==> src/rtl/dfr_pkg.sv <==
package dfr_pkg;
  localparam logic [7:0] SOF_CODE = 8'h12;
  localparam logic [7:0] EOF_CODE = 8'h13;
  localparam logic [7:0] ESC_CODE = 8'h7D;

  typedef enum logic [1:0] {
    ST_HUNT     = 2'd0,
    ST_HUNT_ESC = 2'd1,
    ST_BODY     = 2'd2,
    ST_BODY_ESC = 2'd3
  } dfr_state_t;
endpackage

==> src/rtl/dfr_byte_class.sv <==
module dfr_byte_class
  import dfr_pkg::*;
(
  input  logic [7:0] byte_in,
  output logic       is_sof,
  output logic       is_eof,
  output logic       is_esc
);
  always_comb begin
    is_sof = (byte_in == SOF_CODE);
    is_eof = (byte_in == EOF_CODE);
    is_esc = (byte_in == ESC_CODE);
  end
endmodule

==> src/rtl/dfr_collect.sv <==
module dfr_collect
  import dfr_pkg::*;
#(
  parameter int PAY_BYTES = 6
) (
  input  logic                   clk,
  input  logic                   rst_n,
  input  logic [7:0]             fifo_byte,
  input  logic                   fifo_empty,
  input  logic                   hold,
  input  logic                   is_sof,
  input  logic                   is_eof,
  input  logic                   is_esc,
  output logic                   fifo_deq,
  output logic                   done,
  output logic [PAY_BYTES*8-1:0] payload
);
  localparam int CNT_W = $clog2(PAY_BYTES + 2);
  localparam logic [CNT_W-1:0] FULL_CNT = CNT_W'(PAY_BYTES);
  localparam logic [CNT_W-1:0] OVER_CNT = CNT_W'(PAY_BYTES + 1);

  dfr_state_t       st, st_nx;
  logic [CNT_W-1:0] cnt;
  logic             fire, store, clear;

  assign fire     = !fifo_empty && !hold;
  assign fifo_deq = fire;

  always_comb begin
    st_nx = st;
    store = 1'b0;
    clear = 1'b0;
    done  = 1'b0;
    if (fire) begin
      unique case (st)
        ST_HUNT: begin
          if (is_sof) begin
            st_nx = ST_BODY;
            clear = 1'b1;
          end else if (is_esc) begin
            st_nx = ST_HUNT_ESC;
          end
        end
        ST_HUNT_ESC: st_nx = ST_HUNT;
        ST_BODY: begin
          if (is_sof) begin
            clear = 1'b1;
          end else if (is_eof) begin
            st_nx = ST_HUNT;
            done  = (cnt == FULL_CNT);
          end else if (is_esc) begin
            st_nx = ST_BODY_ESC;
          end else begin
            store = 1'b1;
          end
        end
        ST_BODY_ESC: begin
          st_nx = ST_BODY;
          store = 1'b1;
        end
        default: st_nx = ST_HUNT;
      endcase
    end
  end

  always_ff @(posedge clk) begin
    if (!rst_n) begin
      st      <= ST_HUNT;
      cnt     <= '0;
      payload <= '0;
    end else begin
      st <= st_nx;
      if (clear) begin
        cnt <= '0;
      end else if (store) begin
        if (cnt < FULL_CNT) begin
          payload <= {payload[PAY_BYTES*8-9:0], fifo_byte};
          cnt     <= cnt + 1'b1;
        end else begin
          cnt <= OVER_CNT;
        end
      end
    end
  end

  // an escaped byte inside a frame always returns the machine to the body state
  a_r4_esc_returns_body: assert property (@(posedge clk) disable iff (!rst_n)
    (st == ST_BODY_ESC && fire) |=> (st == ST_BODY));
  // an escape seen while hunting swallows exactly one byte and keeps hunting
  a_r2_hunt_esc_swallow: assert property (@(posedge clk) disable iff (!rst_n)
    (st == ST_HUNT_ESC && fire) |=> (st == ST_HUNT));
endmodule

==> src/rtl/dfr_out.sv <==
module dfr_out #(
  parameter int PAY_BYTES = 6,
  parameter int OPC_W     = 4,
  parameter int ADDR_W    = 32,
  parameter int DATA_W    = 8,
  parameter int ADDR_BY   = 4,
  parameter int DATA_BY   = 1
) (
  input  logic                           clk,
  input  logic                           rst_n,
  input  logic                           done,
  input  logic [PAY_BYTES*8-1:0]         payload,
  input  logic                           msg_take,
  output logic [OPC_W+ADDR_W+DATA_W-1:0] msg,
  output logic                           msg_valid
);
  localparam int MSG_W = OPC_W + ADDR_W + DATA_W;

  logic [MSG_W-1:0] packed_msg;
  assign packed_msg = {payload[PAY_BYTES*8-8 +: OPC_W],
                       payload[DATA_BY*8 +: ADDR_W],
                       payload[0 +: DATA_W]};

  always_ff @(posedge clk) begin
    if (!rst_n) begin
      msg_valid <= 1'b0;
      msg       <= '0;
    end else if (done) begin
      msg_valid <= 1'b1;
      msg       <= packed_msg;
    end else if (msg_valid && msg_take) begin
      msg_valid <= 1'b0;
    end
  end

  // a waiting message holds until taken
  a_r7_hold: assert property (@(posedge clk) disable iff (!rst_n)
    (msg_valid && !msg_take) |=> (msg_valid && $stable(msg)));
  // a take of a waiting message releases it
  a_r8_release: assert property (@(posedge clk) disable iff (!rst_n)
    (msg_valid && msg_take) |=> !msg_valid);
endmodule

==> src/rtl/esc_frame_deframer.sv <==
module esc_frame_deframer #(
  parameter int OPC_W  = 4,
  parameter int ADDR_W = 32,
  parameter int DATA_W = 8
) (
  input  logic                           clk,
  input  logic                           rst_n,
  input  logic [7:0]                     fifo_byte,
  input  logic                           fifo_empty,
  output logic                           fifo_deq,
  output logic [OPC_W+ADDR_W+DATA_W-1:0] msg,
  output logic                           msg_valid,
  input  logic                           msg_take
);
  localparam int ADDR_BY   = (ADDR_W + 7) / 8;
  localparam int DATA_BY   = (DATA_W + 7) / 8;
  localparam int PAY_BYTES = 1 + ADDR_BY + DATA_BY;

  logic                   is_sof, is_eof, is_esc, done;
  logic [PAY_BYTES*8-1:0] payload;

  dfr_byte_class u_class (
    .byte_in (fifo_byte),
    .is_sof  (is_sof),
    .is_eof  (is_eof),
    .is_esc  (is_esc)
  );

  dfr_collect #(.PAY_BYTES(PAY_BYTES)) u_collect (
    .clk        (clk),
    .rst_n      (rst_n),
    .fifo_byte  (fifo_byte),
    .fifo_empty (fifo_empty),
    .hold       (msg_valid),
    .is_sof     (is_sof),
    .is_eof     (is_eof),
    .is_esc     (is_esc),
    .fifo_deq   (fifo_deq),
    .done       (done),
    .payload    (payload)
  );

  dfr_out #(
    .PAY_BYTES(PAY_BYTES), .OPC_W(OPC_W), .ADDR_W(ADDR_W),
    .DATA_W(DATA_W), .ADDR_BY(ADDR_BY), .DATA_BY(DATA_BY)
  ) u_out (
    .clk       (clk),
    .rst_n     (rst_n),
    .done      (done),
    .payload   (payload),
    .msg_take  (msg_take),
    .msg       (msg),
    .msg_valid (msg_valid)
  );

  // no byte is pulled while a message waits
  a_r9_stall_pull: assert property (@(posedge clk) disable iff (!rst_n)
    msg_valid |-> !fifo_deq);
  // a message only appears right after a consumed byte
  a_r6_rise_after_byte: assert property (@(posedge clk) disable iff (!rst_n)
    $rose(msg_valid) |-> $past(fifo_deq));
endmodule

==> config.mk <==
export PLATFORM = sky130hd
export DESIGN_NAME = esc_frame_deframer
export DESIGN_NICKNAME = d
export VERILOG_FILES = /design/src/rtl/dfr_pkg.sv /design/src/rtl/dfr_byte_class.sv /design/src/rtl/dfr_collect.sv /design/src/rtl/dfr_out.sv /design/src/rtl/esc_frame_deframer.sv
export SDC_FILE = /design/constraint.sdc
export NUM_CORES = 1
export LEC_CHECK = 0
export ABC_AREA = 1
export CORE_ASPECT_RATIO = 1.5
export CORE_MARGIN = 5
export CORE_UTILIZATION = 45
export CTS_CLUSTER_DIAMETER = 80
export DETAILED_ROUTE_END_ITERATION = 8
export MAX_ROUTING_LAYER = met4
export PLACE_DENSITY = 0.76
export SLEW_MARGIN = 20
export SYNTH_ARGS = -nofsm -noshare
export SYNTH_HDL_FRONTEND = slang
export SYNTH_SLANG_ARGS = --single-unit
==> constraint.sdc <==
create_clock -name clk -period 2.2 [get_ports clk]
set_clock_uncertainty 0.2 [all_clocks]
set_input_delay 0.44 -clock clk [delete_from_list [all_inputs] [get_ports clk]]
set_output_delay 0.44 -clock clk [all_outputs]
set_load 0.05 [all_outputs]
==> Yosys cells after proc, flatten, opt, wreduce, memory -nomap -nowiden <==
Index checks and enable logic that the tools add are counted.
{ "totals": {"regBits": 94, "input_bits": 12, "output_inout_bits": 46} }
{ "classes": {"n_addsub": 1, "magnitude_cmp": 1, "eq_ne": 10, "mux": 21, "bitwise_logic": 2, "n_reduce_logical": 10} }
{ "ops": {"columns": ["cell", "n"], "rows": [
  ["equality test 8 x 5 -> 1 bit (second input constant)", 2],
  ["two-way mux 1 bit", 13],
  ["two-way mux 2 bit", 5],
  ["equality test 8 x 7 -> 1 bit (second input constant)", 1],
  ["one-hot mux 2 bit (4 select lines)", 1],
  ["!= test 3 bit (second input constant)", 2],
  ["equality test 2 bit (second input constant)", 2],
  ["AND reduction 4 bit", 1],
  ["OR reduction 2 bit", 2],
  ["adder 3 x 1 -> 3 bit (second input constant)", 1],
  ["equality test 3 bit (second input constant)", 1],
  ["less-than comparator 3 bit (second input constant)", 1],
  ["two-way mux 3 bit", 1],
  ["AND reduction 3 bit", 1],
  ["equality test 2 x 1 -> 1 bit (second input constant)", 1],
  ["logical AND 1 bit", 2],
  ["zero test 1 bit", 2],
  ["zero test 2 bit", 1],
  ["!= test 2 bit (second input constant)", 1],
  ["inverter 1 bit", 2],
  ["one-hot mux 1 bit (2 select lines)", 1],
  ["nonzero test 2 bit", 1]
]} }

==> Logic depth before layout (Yosys ltp) <==
Gate-level depths: netlist of the first run.
{ "logic_depth": {"ltp_word": 7, "ltp_mapped": 12} }

==> Cells and area by module <==
Synthesis of the first run repeated with hierarchy kept, for this count alone.
{ "hier_totals": {"cells_unflattened": 650, "hier_area_um2": 4337.9} }
{ "modules_own_cells": {"columns": ["module", "n_inst", "cells_per_inst", "area_per_inst_um2", "seq_area_each_um2"], "rows": [
  ["dfr_collect", 1, 432, 2686.3, 1061.0],
  ["dfr_out", 1, 195, 1565.3, 900.9],
  ["dfr_byte_class", 1, 23, 86.3, 0.0]
]} }

==> Least setup slack after synthesis of the first run <==
No wires, ideal clock.
{ "synth_timing": {"path_type": "reg2out", "from": "register u_out.msg_valid", "to": "output port fifo_deq", "arrival_ns": 1.445, "required_ns": 1.560, "setup_slack_ns": 0.115, "stages_incl_launch_ff": 3, "cell_sequence": "dfxtp_1 -> nor2_2 -> buf_1"} }
{ "synth_between": {"elab_chain_cells": 2} }
{ "synth_rtl": {"columns": ["item", "line", "rtl"], "rows": [
  ["from (decl)", "dfr_out.sv:15", "output logic msg_valid"],
  ["from (signal assigned)", "dfr_out.sv:26", "msg_valid <= 1'b0;"],
  ["from (signal assigned)", "dfr_out.sv:29", "msg_valid <= 1'b1;"],
  ["from (signal assigned)", "dfr_out.sv:32", "msg_valid <= 1'b0;"],
  ["zero test 1 bit", "dfr_collect.sv:26", "assign fire = !fifo_empty && !hold;"],
  ["logical AND 1 bit", "dfr_collect.sv:26", null],
  ["to (decl)", "esc_frame_deframer.sv:10", "output logic fifo_deq,"]
]} }
Every way passes these cells.

==> Final worst setup path of the first run <==
{ "layout_timing": {"from": "register u_out.msg[41]", "to": "output port msg[41]"} }
{ "layout_lines": {"columns": ["item", "line", "rtl"], "rows": [
  ["from (decl)", "dfr_out.sv:14", "output logic [OPC_W+ADDR_W+DATA_W-1:0] msg,"],
  ["from (signal assigned)", "dfr_out.sv:30", "msg <= packed_msg;"],
  ["to (decl)", "esc_frame_deframer.sv:11", "output logic [OPC_W+ADDR_W+DATA_W-1:0] msg,"]
]} }
No word-level cell between the ends.

==> results of run 1 <==
## area by class of cell
class                      count  area [sq um]  share of cell area [%]
sequential                    94          1880                    37.1
multi-input combinational    326          1600                    31.6
timing repair buffer          77           771                    15.2
inverter                     106           398                    7.85
clock buffer                  13           270                    5.33
tap                          110           138                    2.72
clock inverter                 1          5.00                  0.0988
## synth_stat cells, drive strengths merged
| cell | count | share of area (%) |
|---|---|---|
| nor3b | 1 | 0.18 |
| nand3 | 4 | 0.79 |
| o21ai | 48 | 5.9 |
| buf | 32 | 4.7 |
| dfxtp | 94 | 46 |
| a21oi | 49 | 6.0 |
| ha | 2 | 0.61 |
| nand4 | 45 | 6.9 |
| nand2 | 113 | 10 |
| nor2 | 62 | 7.9 |
| clkinv | 5 | 0.46 |
| clkbuf | 6 | 0.55 |
| or2 | 1 | 0.15 |
| inv | 101 | 9.3 |
| a21boi | 1 | 0.18 |
## power by group through the flow
stage / Sequential (uW) / Clock (uW) / Combinational [uW]
after detailed placement: 1740 / 0 / 126
final: 1700 / 1440 / 127
after floorplan: 1740 / 0 / 75.5
after global routing: 1700 / 1550 / 139
after global placement: 1740 / 0 / 125
after CTS: 1700 / 1480 / 126
## registers in the layout (all words and copies together), names as in the netlist
register	cells
u_collect.cnt	3
u_collect.payload	44
u_collect.st	2
u_out.msg	44
u_out.msg_valid	1
## layout by cell type, fill, tap and decap left out, drive strengths merged
cell	synthesis	final
clkbuf	6	14
o21ai	48	48
clkdlybuf4s50	0	34
clkinv	5	6
nor2	62	62
nand4	45	45
dlymetal6s2s	0	1
inv	101	101
nand3	4	4
a21boi	1	1
ha	2	2
nand2	113	113
a21oi	49	49
or2	1	1
buf	32	41
dfxtp	94	94
nor3b	1	1
## logic make-up (layout without fill, tap and decap cells)
logic type               count (synthesis)  in the layout  synth area share (%)
adder cells (fa/ha/maj)                  2              2                 0.611
AND/OR/NAND/NOR                        226            226                  26.4
buffers and inverters                  144            197                  15.0
flip-flops                              94             94                  46.0
AO/OA/AOI/OAI                           98             98                  12.0
## worst max-delay path by stage
stage | startpoint | endpoint | slack, ps
2_1_floorplan | u_out.msg_valid$_SDFFE_PN0P_ | fifo_deq | 110
3_3_place_gp | fifo_byte[4] | u_out.msg[19]$_SDFFE_PN0P_ | -120
3_5_place_dp | fifo_byte[4] | u_out.msg[37]$_SDFFE_PN0P_ | -190
4_1_cts | u_out.msg[4]$_SDFFE_PN0P_ | msg[4] | 10
5_1_grt | fifo_byte[1] | u_out.msg[35]$_SDFFE_PN0P_ | 8
6_report | u_out.msg[41]$_SDFFE_PN0P_ | msg[41] | 60
## metrics by stage
stage / hold WS (ps) / TNS [ps] / utilization, % / total power, uW / cells
after floorplan: 230 / 0 / - / 1820 / 564
after detailed placement: 241 / -12040 / 53.6 / 1870 / 712
after global routing: 283 / 0 / 57.0 / 3390 / 727
final: 254 / 0 / 57.0 / 3270 / 727
after CTS: 252 / 0 / 56.7 / 3310 / 726
after global placement: 239 / -7680 / 53.6 / 1860 / 712
## layer usage
metal  wire (microns)  track usage [%]  up-vias
met2             5120             30.8       64
met5                0                -        -
met3              311             4.09       12
li1                 -                -     1864
met4              174             7.32        0
met1             4090             22.1     1608
## timing repair
item                                    4_1_cts  5_1_grt
gates resized for setup                       0        1
endpoints found under the setup margin        0        2
endpoints found under the hold margin         0        0
setup buffers                                 0        0
==> results.py, run 1 <==
metrics = {
    "pwr": {
        "p_comb_share_pct": 3.9,
        "p_int_uw": 2590,
        "pwr-share-clk_pct": 44.1,
        "leakage_uw": 0.00225,
        "peakVddDrop_uv": 426,
        "switching_power_uw": 679,
        "netSwitchingFraction_pct": 20.7,
        "power-per-cell-area_mw_per_mm2": 646,
        "power_frac_seq_pct": 52.0,
    },
    "clock_tree": {
        "numCtsBuffers": 9,
        "cts_max_path_buffers": 2,
        "cts_tree": "done",
        "cts.sink_count": 94,
        "clk_pin_slew_worst_paths_ps": 60,
        "root_buffer": "clkbuf_16",
        "htree_levels": 3,
        "clkLatencyLatePin_ps": 340,
        "cts_hold_buf": 0,
    },
    "floorplan": {
        "fp.dieH_microns": 127,
        "rows": 42,
        "die_x_microns": 87.9,
        "start_util_pct": 46.1,
        "core-area_sq_mm": 0.00888,
        "dieArea_sq_mm": 0.0111,
        "io_pins": 58,
    },
    "sta": {
        "final_hold_viol_count": 0,
        "fin_crit_sh_pct": 97.2,
        "rsz0062_at_grt": "no",
        "relSlewSlack_pct": 65.9,
        "fin_ws_ps": 62.3,
        "tightest_slew_ps": 510,
        "finalWorstPathRequiredPeriod_ps": 2140,
        "fmax_ghz": 0.468,
        "setup_viol": 0,
        "report.final.slew_viol_count": 0,
    },
    "status": {
        "status": "finished, final reports clean",
    },
    "synth": {
        "netlist_instances": 564,
        "synth_fp_nets": 578,
        "synth_cell_types": 23,
        "yosysWarningCount": 0,
        "ys_seq_area_share_pct": 46.0,
        "syn_area_per_cell_sq_um": 7.26,
        "ys_ff_latch": 94,
        "syn_area_sq_mm": 0.00409,
    },
    "final_layout": {
        "fin_area_sq_mm": 0.00507,
        "num-nets-final": 628,
        "nFillCells": 797,
        "final_layout_size_suffix_gt1_share_pct": 15.1,
        "area.growth.synth_to_final_pct": 23.7,
        "antenna_cells": 0,
    },
    "worst_setup_path": {
        "path_delay_family": "buffers and inverters",
        "cp-start-kind": "flip-flop",
        "crit_slowest_cell": "clkdlybuf4s50_1",
        "r2r-end": "u_collect.cnt[1]$_SDFFE_PP0P_",
        "reg2reg_slack_ps": 540,
        "arrival_ps": 1500,
        "critPathCaptureType": "output port",
        "slowest_delay_ps": 810,
        "cp_num_buf_inv": 1,
        "cp.depth": 1,
        "reg2regPathDepth": 8,
        "worstSetupPathType": "flip-flop to output port",
        "r2r-start": "u_collect.st[1]$_SDFFE_PN0P_",
        "crit_chain": "clkdlybuf4s50_1",
        "crit_required_ps": 1560,
        "cp_max_fo": 2,
    },
    "route": {
        "vias": 3548,
        "routed_wl_mm": 9.70,
        "drc": 0,
        "drt_iter0_drc": 286,
        "via_per_inst": 4.88,
        "antenna_left": 0,
        "dr.pass1.iters": 5,
        "routedWlPerCell_microns": 13.3,
    },
    "grt": {
        "antenna_found_initial": 0,
        "gr-usage-all-layers_pct": 18.8,
        "grt_pass1_wl_mm": 16.3,
        "grt_pass1_vias": 3488,
        "grt_overflow": 0,
        "grt_max_degree": 57,
    },
    "placement": {
        "dp_hpwl_mm": 6.55,
        "port_buffers": 57,
        "dpl_cell_area_sq_mm": 0.00476,
        "globalplace.congestion": 0.781,
        "dp_slack_ps": -186,
    },
    "job": {
        "cap_violations": 0,
    },
    "hold_path": {
        "hold_depth": 2,
        "min_from": "u_collect.payload[42]$_SDFFE_PN0P_",
        "min_to": "u_out.msg[42]$_SDFFE_PN0P_",
        "hold_class": "flip-flop to flip-flop",
    },
}
Power figures use the tool's default switching activity.
==> run 2, diff against run 1 <==
- CAP_MARGIN: unset -> 40
- PLACE_DENSITY: 0.76 -> 0.79
==> run 2 against run 1 <==
Against the previous run:
- routed wire length rose by 2.4%
- clock power up 24%
- power is 11% higher
- count of clock-buffer cells in the layout is 2 lower
- non-clock buffer count stayed put
- worst hold slack worse by 20 ps
- via count grew 2.6%
- maximum frequency is 0.60% lower
- utilization rose by 0.82 points
- register-to-register slack worse by 50 ps
- first-iteration DRC count rose by 12%
- critical endpoint is now msg[4]
- largest cell class unchanged
- largest power group is now clock
==> results.py, run 2 (same netlist as run 1, synthesis figures left out) <==
metrics = {
    "status": {
        "status": "finished, final reports clean",
    },
    "route": {
        "dr.pass1.iters": 5,
        "routedWlPerCell_microns": 13.6,
        "drt_iter0_drc": 319,
        "vias": 3642,
        "drc": 0,
        "antenna_left": 0,
        "via_per_inst": 5.00,
        "routed_wl_mm": 9.93,
    },
    "worst_setup_path": {
        "crit_slowest_cell": "clkdlybuf4s50_1",
        "crit_start": "u_out.msg[4]$_SDFFE_PN0P_",
        "cp_num_buf_inv": 1,
        "crit_required_ps": 1560,
        "crit_chain": "clkdlybuf4s50_1",
        "crit_end": "msg[4]",
        "cp.depth": 1,
        "slowest_delay_ps": 810,
        "worstSetupPathType": "flip-flop to output port",
        "reg2reg_slack_ps": 490,
        "r2r-start": "u_collect.cnt[0]$_SDFFE_PP0P_",
        "reg2regPathDepth": 7,
        "cp-start-kind": "flip-flop",
        "r2r-end": "u_out.msg[13]$_SDFFE_PN0P_",
        "cp_max_fo": 2,
        "critPathCaptureType": "output port",
        "arrival_ps": 1510,
        "path_delay_family": "buffers and inverters",
    },
    "final_layout": {
        "final_layout_size_suffix_gt1_share_pct": 15.8,
        "num-nets-final": 628,
        "antenna_cells": 0,
        "final_cell_mix": "nand2_1, inv_1, dfxtp_1, a21oi_1, nand4_1",
        "top_regs": "u_collect.payload x44, u_out.msg x44, u_collect.cnt x3",
        "fin_area_sq_mm": 0.00514,
        "area.growth.synth_to_final_pct": 25.5,
        "fin_util_pct": 57.9,
        "mostFrequentLayoutCell": "nand2_1",
    },
    "placement": {
        "globalplace.congestion": 0.887,
        "port_buffers": 57,
        "dp_hpwl_mm": 6.61,
        "dpl_cell_area_sq_mm": 0.00476,
    },
    "clock_tree": {
        "numCtsBuffers": 9,
        "clk_pin_slew_worst_paths_ps": 70,
        "cts_max_path_buffers": 2,
        "root_buffer": "clkbuf_16",
        "htree_levels": 3,
        "cts_tree": "done",
        "clkLatencyLatePin_ps": 350,
        "cts.sink_count": 94,
    },
    "floorplan": {
        "die_x_microns": 87.9,
        "start_util_pct": 46.1,
        "dieArea_sq_mm": 0.0111,
        "io_pins": 58,
        "fp.dieH_microns": 127,
        "core-area_sq_mm": 0.00888,
        "rows": 42,
    },
    "pwr": {
        "leakage_uw": 0.00229,
        "peakVddDrop_uv": 407,
        "power-per-cell-area_mw_per_mm2": 704,
    },
    "job": {
        "cap_violations": 0,
    },
    "grt": {
        "grt_max_degree": 51,
        "grt_pass1_wl_mm": 16.1,
        "gr-usage-all-layers_pct": 18.8,
        "antenna_found_initial": 0,
        "grt_pass1_vias": 3431,
        "grt_overflow": 0,
    },
    "sta": {
        "setup-tns-final_ps": 0,
        "finalWorstPathRequiredPeriod_ps": 2150,
        "rsz0062_at_grt": "no",
        "fin_crit_sh_pct": 97.8,
        "tightest_slew_ps": 534,
        "report.final.slew_viol_count": 0,
        "final_hold_viol_count": 0,
        "setup_viol": 0,
        "relSlewSlack_pct": 64.4,
        "fmax_ghz": 0.465,
    },
    "hold_path": {
        "hold_class": "input pin to flip-flop",
    },
}
==> run 2: cell types whose count changed in the layout (fill, tap and decap cells not counted), sizes merged <==
cell           previous run  this run
dlymetal6s2s              1         2
clkbuf                   14        12
clkdlybuf4s50            34        30
bufinv                    0         3
buf                      41        44
clkinvlp                  0         1
==> run 2: worst min-delay path by stage <==
stage | start | end | depth (start not counted)
after detailed placement | u_collect.payload[39]$_SDFFE_PN0P_ | u_out.msg[39]$_SDFFE_PN0P_ | 2
after floorplan | u_collect.payload[36]$_SDFFE_PN0P_ | u_out.msg[36]$_SDFFE_PN0P_ | 2
after global routing | rst_n | u_out.msg_valid$_SDFFE_PN0P_ | 3
after CTS | rst_n | u_out.msg_valid$_SDFFE_PN0P_ | 3
after global placement | u_collect.payload[39]$_SDFFE_PN0P_ | u_out.msg[39]$_SDFFE_PN0P_ | 2
final | rst_n | u_out.msg_valid$_SDFFE_PN0P_ | 3
==> run 2: metrics by stage <==
stage / hold WS, ps / std cells / power [uW] / setup WS, ps
after floorplan: 230 / 564 / 1820 / 115
after global placement: 240 / 712 / 1860 / -125
after detailed placement: 242 / 712 / 1860 / -204
after CTS: 232 / 728 / 3650 / 19.6
after global routing: 238 / 729 / 3740 / 5.65
final: 235 / 729 / 3620 / 49.4
==> run 2: power by group <==
group,total (uW),switching (uW),internal [uW]
clock,1790,648,1140
combinational,126,79.6,46.0
sequential,1700,0.134,1700
total,3620,728,2890
==> run 2: per-layer routing <==
layer | wire length [microns] | GRT usage (%) | part of all wire (%) | vias to the layer above
li1 | - | - | - | 1858
met1 | 3930 | 21.3 | 40 | 1689
met2 | 5390 | 31.6 | 54 | 80
met3 | 437 | 4.48 | 4.4 | 15
met4 | 172 | 6.96 | 1.7 | 0
met5 | 0 | - | 0 | -
==> run 2: layout make-up <==
cell class	count	area, sq um
timing repair buffer	77	769
clock inverter	5	106
fill	770	3740
multi-input combinational	326	1600
clock buffer	11	243
inverter	106	398
sequential	94	1880
tap	110	138
==> run 2: what timing repair did <==
item | 4_1_cts | 5_1_grt
gates resized for setup | 0 | 3
setup endpoints to repair | 0 | 8
buffers inserted | 0 | 0
hold buffers | 0 | 0
